===== src/rtl/xbq_pkg.sv =====
package xbq_pkg;
  // Operation chosen for the current cycle after priority resolution
  typedef enum logic [2:0] {
    OP_IDLE      = 3'd0,
    OP_FLUSH     = 3'd1,
    OP_LOAD      = 3'd2,
    OP_PUSH      = 3'd3,
    OP_POP       = 3'd4,
    OP_POP_EMPTY = 3'd5
  } xbq_op_e;
endpackage


===== src/rtl/xbq_arbiter.sv =====
module xbq_arbiter
  import xbq_pkg::*;
#(
  parameter int DEPTH = 4,
  parameter int CNT_W = $clog2(DEPTH + 1)
) (
  input  logic             flush_req,
  input  logic             load_req,
  input  logic             host_sel,
  input  logic             host_we,
  input  logic [CNT_W-1:0] count,
  output xbq_op_e          op
);
  localparam logic [CNT_W-1:0] CntFull = CNT_W'(DEPTH);

  always_comb begin
    op = OP_IDLE;
    if (flush_req) begin
      op = OP_FLUSH;
    end else if (load_req) begin
      op = OP_LOAD;
    end else if (host_sel && host_we) begin
      op = (count < CntFull) ? OP_PUSH : OP_IDLE;
    end else if (host_sel) begin
      op = (count == '0) ? OP_POP_EMPTY : OP_POP;
    end
  end
endmodule


===== src/rtl/xbq_index.sv =====
module xbq_index
  import xbq_pkg::*;
#(
  parameter int DEPTH = 4,
  parameter int CNT_W = $clog2(DEPTH + 1)
) (
  input  logic             clk,
  input  logic             rst,
  input  xbq_op_e          op,
  input  logic [CNT_W-1:0] load_n,
  output logic [CNT_W-1:0] count,
  output logic             has_data,
  output logic             full
);
  localparam logic [CNT_W-1:0] CntFull = CNT_W'(DEPTH);
  localparam logic [CNT_W-1:0] CntOne  = CNT_W'(1);

  always_ff @(posedge clk) begin
    if (rst) begin
      count    <= '0;
      has_data <= 1'b0;
      full     <= 1'b0;
    end else begin
      case (op)
        OP_FLUSH: begin
          count    <= '0;
          has_data <= 1'b0;
          full     <= 1'b0;
        end
        OP_LOAD: begin
          count    <= load_n;
          has_data <= (load_n != '0);
          full     <= (load_n == CntFull);
        end
        OP_PUSH: begin
          count    <= count + CntOne;
          has_data <= 1'b1;
          if (count == CntFull - CntOne) full <= 1'b1;
        end
        OP_POP: begin
          count <= count - CntOne;
          if (count == CntFull) full <= 1'b0;
          if (count == CntOne) has_data <= 1'b0;
        end
        default: ;
      endcase
    end
  end
endmodule


===== src/rtl/xbq_store.sv =====
module xbq_store
  import xbq_pkg::*;
#(
  parameter int DATA_W = 8,
  parameter int DEPTH  = 4,
  parameter int CNT_W  = $clog2(DEPTH + 1)
) (
  input  logic                    clk,
  input  logic                    rst,
  input  xbq_op_e                 op,
  input  logic [CNT_W-1:0]        count,
  input  logic [CNT_W-1:0]        load_n,
  input  logic [DEPTH*DATA_W-1:0] load_data,
  input  logic [DATA_W-1:0]       wdata,
  output logic [DATA_W-1:0]       rdata
);
  localparam logic [DATA_W-1:0] EmptyFill = {DATA_W{1'b1}};

  logic [DATA_W-1:0] ent [DEPTH];

  for (genvar i = 0; i < DEPTH; i++) begin : g_lane
    logic [DATA_W-1:0] shift_src;
    if (i == DEPTH - 1) begin : g_tail
      assign shift_src = ent[i];
    end else begin : g_body
      assign shift_src = ent[i+1];
    end

    always_ff @(posedge clk) begin
      if (rst) begin
        ent[i] <= '0;
      end else begin
        case (op)
          OP_FLUSH: ent[i] <= '0;
          OP_LOAD:  if (CNT_W'(i) < load_n) ent[i] <= load_data[i*DATA_W +: DATA_W];
          OP_PUSH:  if (count == CNT_W'(i)) ent[i] <= wdata;
          OP_POP:   ent[i] <= shift_src;
          default: ;
        endcase
      end
    end
  end

  always_ff @(posedge clk) begin
    if (rst) begin
      rdata <= EmptyFill;
    end else if (op == OP_POP) begin
      rdata <= ent[0];
    end else if (op == OP_POP_EMPTY) begin
      rdata <= EmptyFill;
    end
  end
endmodule


===== src/rtl/xfer_byte_queue.sv =====
module xfer_byte_queue
  import xbq_pkg::*;
#(
  parameter int DATA_W    = 8,
  parameter int DEPTH     = 4,
  parameter int MODE_W    = 8,
  parameter int FLUSH_BIT = 6,
  parameter int CNT_W     = $clog2(DEPTH + 1)
) (
  input  logic                    clk,
  input  logic                    rst,
  input  logic                    host_sel,
  input  logic                    host_we,
  input  logic [DATA_W-1:0]       host_wdata,
  output logic [DATA_W-1:0]       host_rdata,
  input  logic                    mode_wr_en,
  input  logic [MODE_W-1:0]       mode_wr_data,
  input  logic                    seq_load_en,
  input  logic [CNT_W-1:0]        seq_count,
  input  logic [DEPTH*DATA_W-1:0] seq_data,
  output logic [CNT_W-1:0]        fill_count,
  output logic                    has_data,
  output logic                    full
);
  localparam logic [CNT_W-1:0] CntFull = CNT_W'(DEPTH);

  logic             flush_req;
  logic             unused_mode_bits;
  logic [CNT_W-1:0] load_n;
  xbq_op_e          op;

  assign flush_req        = mode_wr_en && mode_wr_data[FLUSH_BIT];
  assign unused_mode_bits = ^mode_wr_data;
  assign load_n           = (seq_count > CntFull) ? CntFull : seq_count;

  xbq_arbiter #(.DEPTH(DEPTH), .CNT_W(CNT_W)) u_arb (
    .flush_req (flush_req),
    .load_req  (seq_load_en),
    .host_sel  (host_sel),
    .host_we   (host_we),
    .count     (fill_count),
    .op        (op)
  );

  xbq_index #(.DEPTH(DEPTH), .CNT_W(CNT_W)) u_idx (
    .clk      (clk),
    .rst      (rst),
    .op       (op),
    .load_n   (load_n),
    .count    (fill_count),
    .has_data (has_data),
    .full     (full)
  );

  xbq_store #(.DATA_W(DATA_W), .DEPTH(DEPTH), .CNT_W(CNT_W)) u_store (
    .clk       (clk),
    .rst       (rst),
    .op        (op),
    .count     (fill_count),
    .load_n    (load_n),
    .load_data (seq_data),
    .wdata     (host_wdata),
    .rdata     (host_rdata)
  );
endmodule


===== config.mk =====
export PLATFORM = sky130hd
export DESIGN_NAME = xfer_byte_queue
export DESIGN_NICKNAME = d
export VERILOG_FILES = /design/src/rtl/xbq_pkg.sv /design/src/rtl/xbq_arbiter.sv /design/src/rtl/xbq_index.sv /design/src/rtl/xbq_store.sv /design/src/rtl/xfer_byte_queue.sv
export SDC_FILE = /design/constraint.sdc
export NUM_CORES = 1
export LEC_CHECK = 0
export BUFFER_PORTS_ARGS = -buffer_cell sky130_fd_sc_hd__buf_4
export CORE_ASPECT_RATIO = 1.5
export CORE_MARGIN = 3
export CORE_UTILIZATION = 23
export DETAILED_ROUTE_END_ITERATION = 10
export SLEW_MARGIN = 20
export SYNTH_ARGS = -nofsm -noshare
export SYNTH_HDL_FRONTEND = slang
export SYNTH_SLANG_ARGS = --single-unit

===== constraint.sdc =====
create_clock -name clk -period 2 [get_ports clk]
set_input_delay 0.1 -clock clk [delete_from_list [all_inputs] [get_ports clk]]
set_output_delay 0.1 -clock clk [all_outputs]
set_load 0.02 [all_outputs]

Word level (Yosys, flattened, before mapping)

Memory sizes are Yosys's and may differ from the RTL's.
Cells that the tools add are included.

Add/sub/neg operators: 2
$mul: 0
Divide/modulo/power cells: 0
$lt $le $gt $ge: 6
Eq/ne operators: 13
Shifts and indexed selects: 0
Multiplexer cells: 71
Bitwise logic cells: 16
Reductions and logical operators: 8

Operators by type and width:

| operator                                                                | number |
|---|---|
| 8-bit 2-to-1 mux                                                        | 18 |
| 1-bit 2-to-1 mux                                                        | 44 |
| 1-bit OR                                                                | 16 |
| 3-bit 2-to-1 mux                                                        | 5 |
| 3-bit by 2-bit == test with 1-bit output, second input constant         | 4 |
| 3-bit == test, second input constant                                    | 4 |
| 3-bit one-hot mux with 4 select lines                                   | 1 |
| 1-bit one-hot mux with 4 select lines                                   | 2 |
| 3-bit by 1-bit == test with 1-bit output, second input constant         | 2 |
| 1-bit by 3-bit < comparator with 1-bit output, first input constant     | 2 |
| 2-bit by 3-bit < comparator with 1-bit output, first input constant     | 2 |
| 2-bit by 1-bit inequality test with 1-bit output, second input constant | 3 |
| 4-bit nonzero test                                                      | 1 |
| 3-bit by 1-bit adder with 3-bit output, second input constant           | 1 |
| 3-bit > comparator, second input constant                               | 1 |
| 3-bit zero test                                                         | 1 |
| 3-bit < comparator, second input constant                               | 1 |
| 3-bit AND reduction                                                     | 1 |
| 3-bit nonzero test                                                      | 1 |
| 3-bit by 1-bit subtractor with 3-bit output, second input constant      | 1 |
| 1-bit logical AND                                                       | 2 |
| 2-bit 2-to-1 mux                                                        | 1 |
| 2-bit AND reduction                                                     | 1 |
| 2-bit nonzero test                                                      | 1 |

Register bits after elaboration: 13
Latch bits: 0
Bits in writable memories: 32
Memory bits (read-only): 0
Input port bits: 57
Output and inout port bits: 13
Logic and storage cells: 121
Memories: 1

Memories:

| name        | depth | bits a word | read ports | clocked after memory_dff | write ports | RTL line        | RTL |
|---|---|---|---|---|---|---|---|
| u_store.ent | 4     | 8           | 4          | 0                        | 4           | xbq_store.sv:19 | `logic [DATA_W-1:0] ent [DEPTH];` |

Longest topological paths before layout

Depth after elaboration: 14
Gate-level depth with buffers: 7
Mapped depth without buffers: 6

By module

Synthesis repeated with hierarchy kept, for this count alone.

Cells, all modules: 216
Area, all modules: 2497.4 um^2

Modules (own cells, without submodules):

| module          | instances | cells each | area each (um^2) | seq. area each (um^2) |
|---|---|---|---|---|
| xbq_store       | 1         | 151        | 1959.4           | 1121.1 |
| xbq_index       | 1         | 54         | 469.2            | 100.1 |
| xbq_arbiter     | 1         | 7          | 46.3             | 0.0 |
| xfer_byte_queue | 1         | 4          | 22.5             | 0.0 |

Worst setup path before layout

No wires, ideal clock.

Kind: register to register
Start: register u_idx.count[0]
End: memory u_store.ent[0][0], enable pin
Library setup time: 0.306 ns
Arrival time: 1.766 ns
Required time: 1.694 ns
Slack: -0.072 ns
Cell stages (with the launch flop): 6
Buffers on the path: 0
Period minus slack after synthesis: 2.072 ns
Cell sequence: dfxtp_1 -> inv_1 -> ha_1 -> nor2b_1 -> nor3_1 -> or4_1

RTL lines:

| element                  | RTL line        | RTL |
|---|---|---|
| start: declaration       | xbq_index.sv:11 | `output logic [CNT_W-1:0] count,` |
| start signal: assignment | xbq_index.sv:31 | `count <= load_n;` |
| start signal: assignment | xbq_index.sv:36 | `count <= count + CntOne;` |
| start signal: assignment | xbq_index.sv:41 | `count <= count - CntOne;` |
| end: declaration         | xbq_store.sv:19 |  |

==> key figures <==
Detailed routing
  – DRT Wirelength: around 6000 um
  – Initial DRC count: 163
  – DRC violations left: 0
  – DR vias: 1909
  – DR WL/cell: 15.6 um
  – Vias per inst: slightly below 5
  – Antenna Violating Nets Remaining: 0
  – First-pass DRT Iterations: 5

Placed design
  – IO buf count: 62
  – Placer Congestion: roughly 0.80
  – HPWL Detailed: about 4800 um
  – Dpl ws: 0.0386 ns

STA
  – Pins Over Slew Limit: 0
  – Worst Skew: about 0.0075 ns
  – Min Clock Period, post-route: 1.83 ns
  – Final worst path period share: 0.916
  – Slew @ Worst Pin: about 0.82 ns
  – # setup viols final: 0
  – Max Clk Rate: between 500 and 600 MHz
  – Relative slew slack: 0.447
  – Final Hold Vio Count: 0
  – Final worst slack: ~0.17 ns
  – Hold_ws: a little over 0.05 ns
  – Final setup TNS: 0 ns
  – RSZ-0062 raised after global routing: no

Setup path
  – FF-to-FF path depth: 5
  – Worst EP arrival: 1.85 ns
  – Required @ worst endpoint: 2.02 ns
  – Crit end category: flip-flop
  – CP Max Fanout: 8
  – Setup crit start: u_idx.count[1]$_SDFFE_PP0P_
  – Critical path class: flip-flop to flip-flop
  – FF-to-FF End: u_store.ent[0][4]$_DFFE_PP_
  – Worst reg2reg setup slack: approximately 0.17 ns
  – Worst setup SP type: flip-flop
  – Worst flop-to-flop path startpoint: u_idx.count[1]$_SDFFE_PP0P_
  – Crit path capture: u_store.ent[0][4]$_DFFE_PP_

Layout
  – Layout cell share with drive strength beyond 1: 0.361
  – Final #Nets: roughly 340
  – Area grow syn2layout: 36.9%
  – Antenna cell count: 0

Floorplan
  – Die W: 87.0 um
  – Initial Util: 0.240
  – Die area: 11100 um2
  – Die height: roughly 130 um
  – Core Region: approximately 9400 um2
  – I/O pin cnt: 70
  – Std-Cell Rows: 43

Logic synthesis
  – Synth Area in Adders: 0.0332
  – Largest family of logic cells by synthesized area: compound AO/OA/AOI/OAI gates
  – Cells after Synth: 201
  – Synth Flop Type: edfxtp_1
  – Post-Synthesis Cell Area: approximately 2300 um2
  – Yosys cell types: between 40 and 50
  – Synth Warn #: 0
  – Compound-Gate Fraction of Synth Area: 0.209
  – Synth Area in XOR/XNOR: 0.00387
  – Async SR Flop Fraction: 0
  – Post-synth EDFFs: 32
  – #FFs+latches synth: 45
  – Simple-Gate Fraction of Synth Area: 0.150
  – Register area share after synthesis: 0.540
  – Multiplexer area fraction after synthesis: 0.00940
  – Synthesized Nets: between 200 and 300
  – Average size of a mapped cell: 11.3 um2

Outcome
  – Status: completed

Clocking
  – Clock root cell: clkbuf_16
  – H-Tree Depth: 2
  – CTS Buf Count: 5
  – CTS clock-pin slew for the worst setup and hold paths: 0.07 ns
  – Clock sink total: 45
  – Clk buf depth: 2
  – CTS tree: built
  – Clk_lat worst skew: 0.29 ns

Pwr
  – P_sw: roughly 0.54 mW
  – Switching Share: 0.229
  – Leakage power: roughly 1.3 nW
  – Share of total power in sequential cells: 0.466
  – PwrDens: 758 nW/um2
  – P_int: between 1.5 and 2 mW
  – Comb power frac: 0.128
  – Peak supply drop: between 0.3 and 0.4 mV
  – Power share of the clock group: 0.406

GRT
  – Overall routing resource usage: 0.111
  – Initial antenna violation count: 0
  – Overflow after GRT: 0
  – Pin count of the biggest net entering global routing: 17
  – Number of global-route vias before repair: between 1500 and 2000
  – Global-route wire length before repair: 9640 um

Job
  – Max_cap viols: 0

Worst hold path
  – HP Class: input port to flip-flop
[worst max-delay path: stages, from the launching register on]
cell and delay (ns):
dfxtp_1 0.34, inv_1 0.11, ha_1 0.17, nor2b_2 0.24, nor3_1 0.11, or4_4 0.60
[worst min path at each step]
| stage | from | end | slack [ns] | depth (start not counted) |
|---|---|---|---|---|
| floorplan | seq_load_en | u_idx.count[0]$_SDFFE_PP0P_ | 0.20 | 1 |
| global placement | seq_load_en | u_idx.count[0]$_SDFFE_PP0P_ | 0.35 | 2 |
| detailed placement | seq_load_en | u_idx.count[0]$_SDFFE_PP0P_ | 0.36 | 2 |
| CTS | seq_load_en | u_idx.count[0]$_SDFFE_PP0P_ | 0.06 | 2 |
| global route | seq_load_en | u_idx.count[0]$_SDFFE_PP0P_ | 0.08 | 2 |
| finish | seq_load_en | u_idx.count[0]$_SDFFE_PP0P_ | 0.05 | 2 |
[layer usage]
layer | vias up | part of all wire | GRT usage
met5 | - | 0 | 0
met4 | 0 | 0.024 | 0.0385
met3 | 11 | 0.051 | 0.0265
met2 | 56 | 0.54 | 0.197
met1 | 919 | 0.38 | 0.127
li1 | 923 | - | -
[cells by family after synthesis]
kind of cell	Yosys count
buffers and inverters	28
DFF	45
AOI/OAI and AO/OA	56
adders and majority gates	6
muxes	2
and+or+nand+nor	63
xor gates and xnor gates	1
[synthesized netlist by cell type (2+ instances only)]
| cell type | n | area (um2) |
|---|---|---|
| o22a_2 | 3 | 30.0 |
| nor3_2 | 2 | 20.0 |
| ha_1 | 6 | 75.1 |
| edfxtp_1 | 32 | 961 |
| nand3b_1 | 2 | 15.0 |
| a21oi_1 | 3 | 15.0 |
| inv_1 | 19 | 71.3 |
| a22o_1 | 8 | 70.1 |
| a221oi_1 | 5 | 43.8 |
| nor2_1 | 20 | 75.1 |
| buf_2 | 3 | 15.0 |
| nand2_1 | 16 | 60.1 |
| or4_1 | 3 | 22.5 |
| a211oi_1 | 3 | 22.5 |
| a22oi_1 | 8 | 60.1 |
| buf_6 | 2 | 22.5 |
| o22a_1 | 5 | 43.8 |
| and3b_1 | 2 | 17.5 |
| clkbuf_1 | 4 | 15.0 |
| nor3_1 | 10 | 50.1 |
| o21ai_0 | 2 | 10.0 |
| dfxtp_1 | 13 | 260 |
| a222oi_1 | 11 | 110 |
[power by group through the flow]
stage	clock network, mW	logic, mW	registers, mW
2_1_floorplan	0	0.133	1.12
3_3_place_gp	0	0.295	1.11
3_5_place_dp	0	0.298	1.11
4_1_cts	0.963	0.299	1.09
5_1_grt	1.01	0.331	1.10
6_report	0.954	0.299	1.09
[state kept, by name, summed over array words and instances, names as in the netlist]
signal,cells
u_store.ent,32
u_idx.has_data,1
u_idx.full,1
u_store.rdata,8
u_idx.count,3
[placed cells by master, fill, tap and decap left out, types with 2 or more instances in the layout]
| master | n |
|---|---|
| a221oi_1 | 5 |
| o22a_1 | 5 |
| o22a_2 | 3 |
| dfxtp_1 | 12 |
| and3b_1 | 2 |
| ha_1 | 6 |
| o21ai_0 | 2 |
| nor3_2 | 4 |
| a222oi_1 | 11 |
| a22o_1 | 8 |
| edfxtp_1 | 32 |
| nor3_1 | 8 |
| a211oi_1 | 3 |
| nand3b_1 | 2 |
| buf_4 | 74 |
| inv_1 | 19 |
| a22oi_1 | 8 |
| clkbuf_16 | 5 |
| nand2_1 | 16 |
| nor2_1 | 20 |
| or4_4 | 4 |
| a21oi_1 | 3 |
[metrics by stage]
step | utilization | instance area [um2] | power, mW | std cells
2_1_floorplan | - | 2270 | 1.25 | 201
6_report | 0.329 | 3100 | 2.35 | 386
4_1_cts | 0.327 | 3080 | 2.36 | 386
5_1_grt | 0.329 | 3100 | 2.44 | 386
3_3_place_gp | 0.310 | 2910 | 1.41 | 378
3_5_place_dp | 0.310 | 2910 | 1.41 | 378
[layout make-up]
class                   instances  area, um2
repair buffers                 74        556
well taps                     112        140
clock buffers                   6        129
inverters                      19       71.3
multi-input cells             128        941
flip-flops and latches         45       1220
clock inverters                 2       38.8
fillers                       948       6320
[repair_timing]
item                                    in CTS  in global routing
setup buffers                                0                  0
endpoints found under the setup margin       0                 32
gates resized for setup                      0                  4
hold buffers                                 0                  0
(Power assumes the default switching activity.)
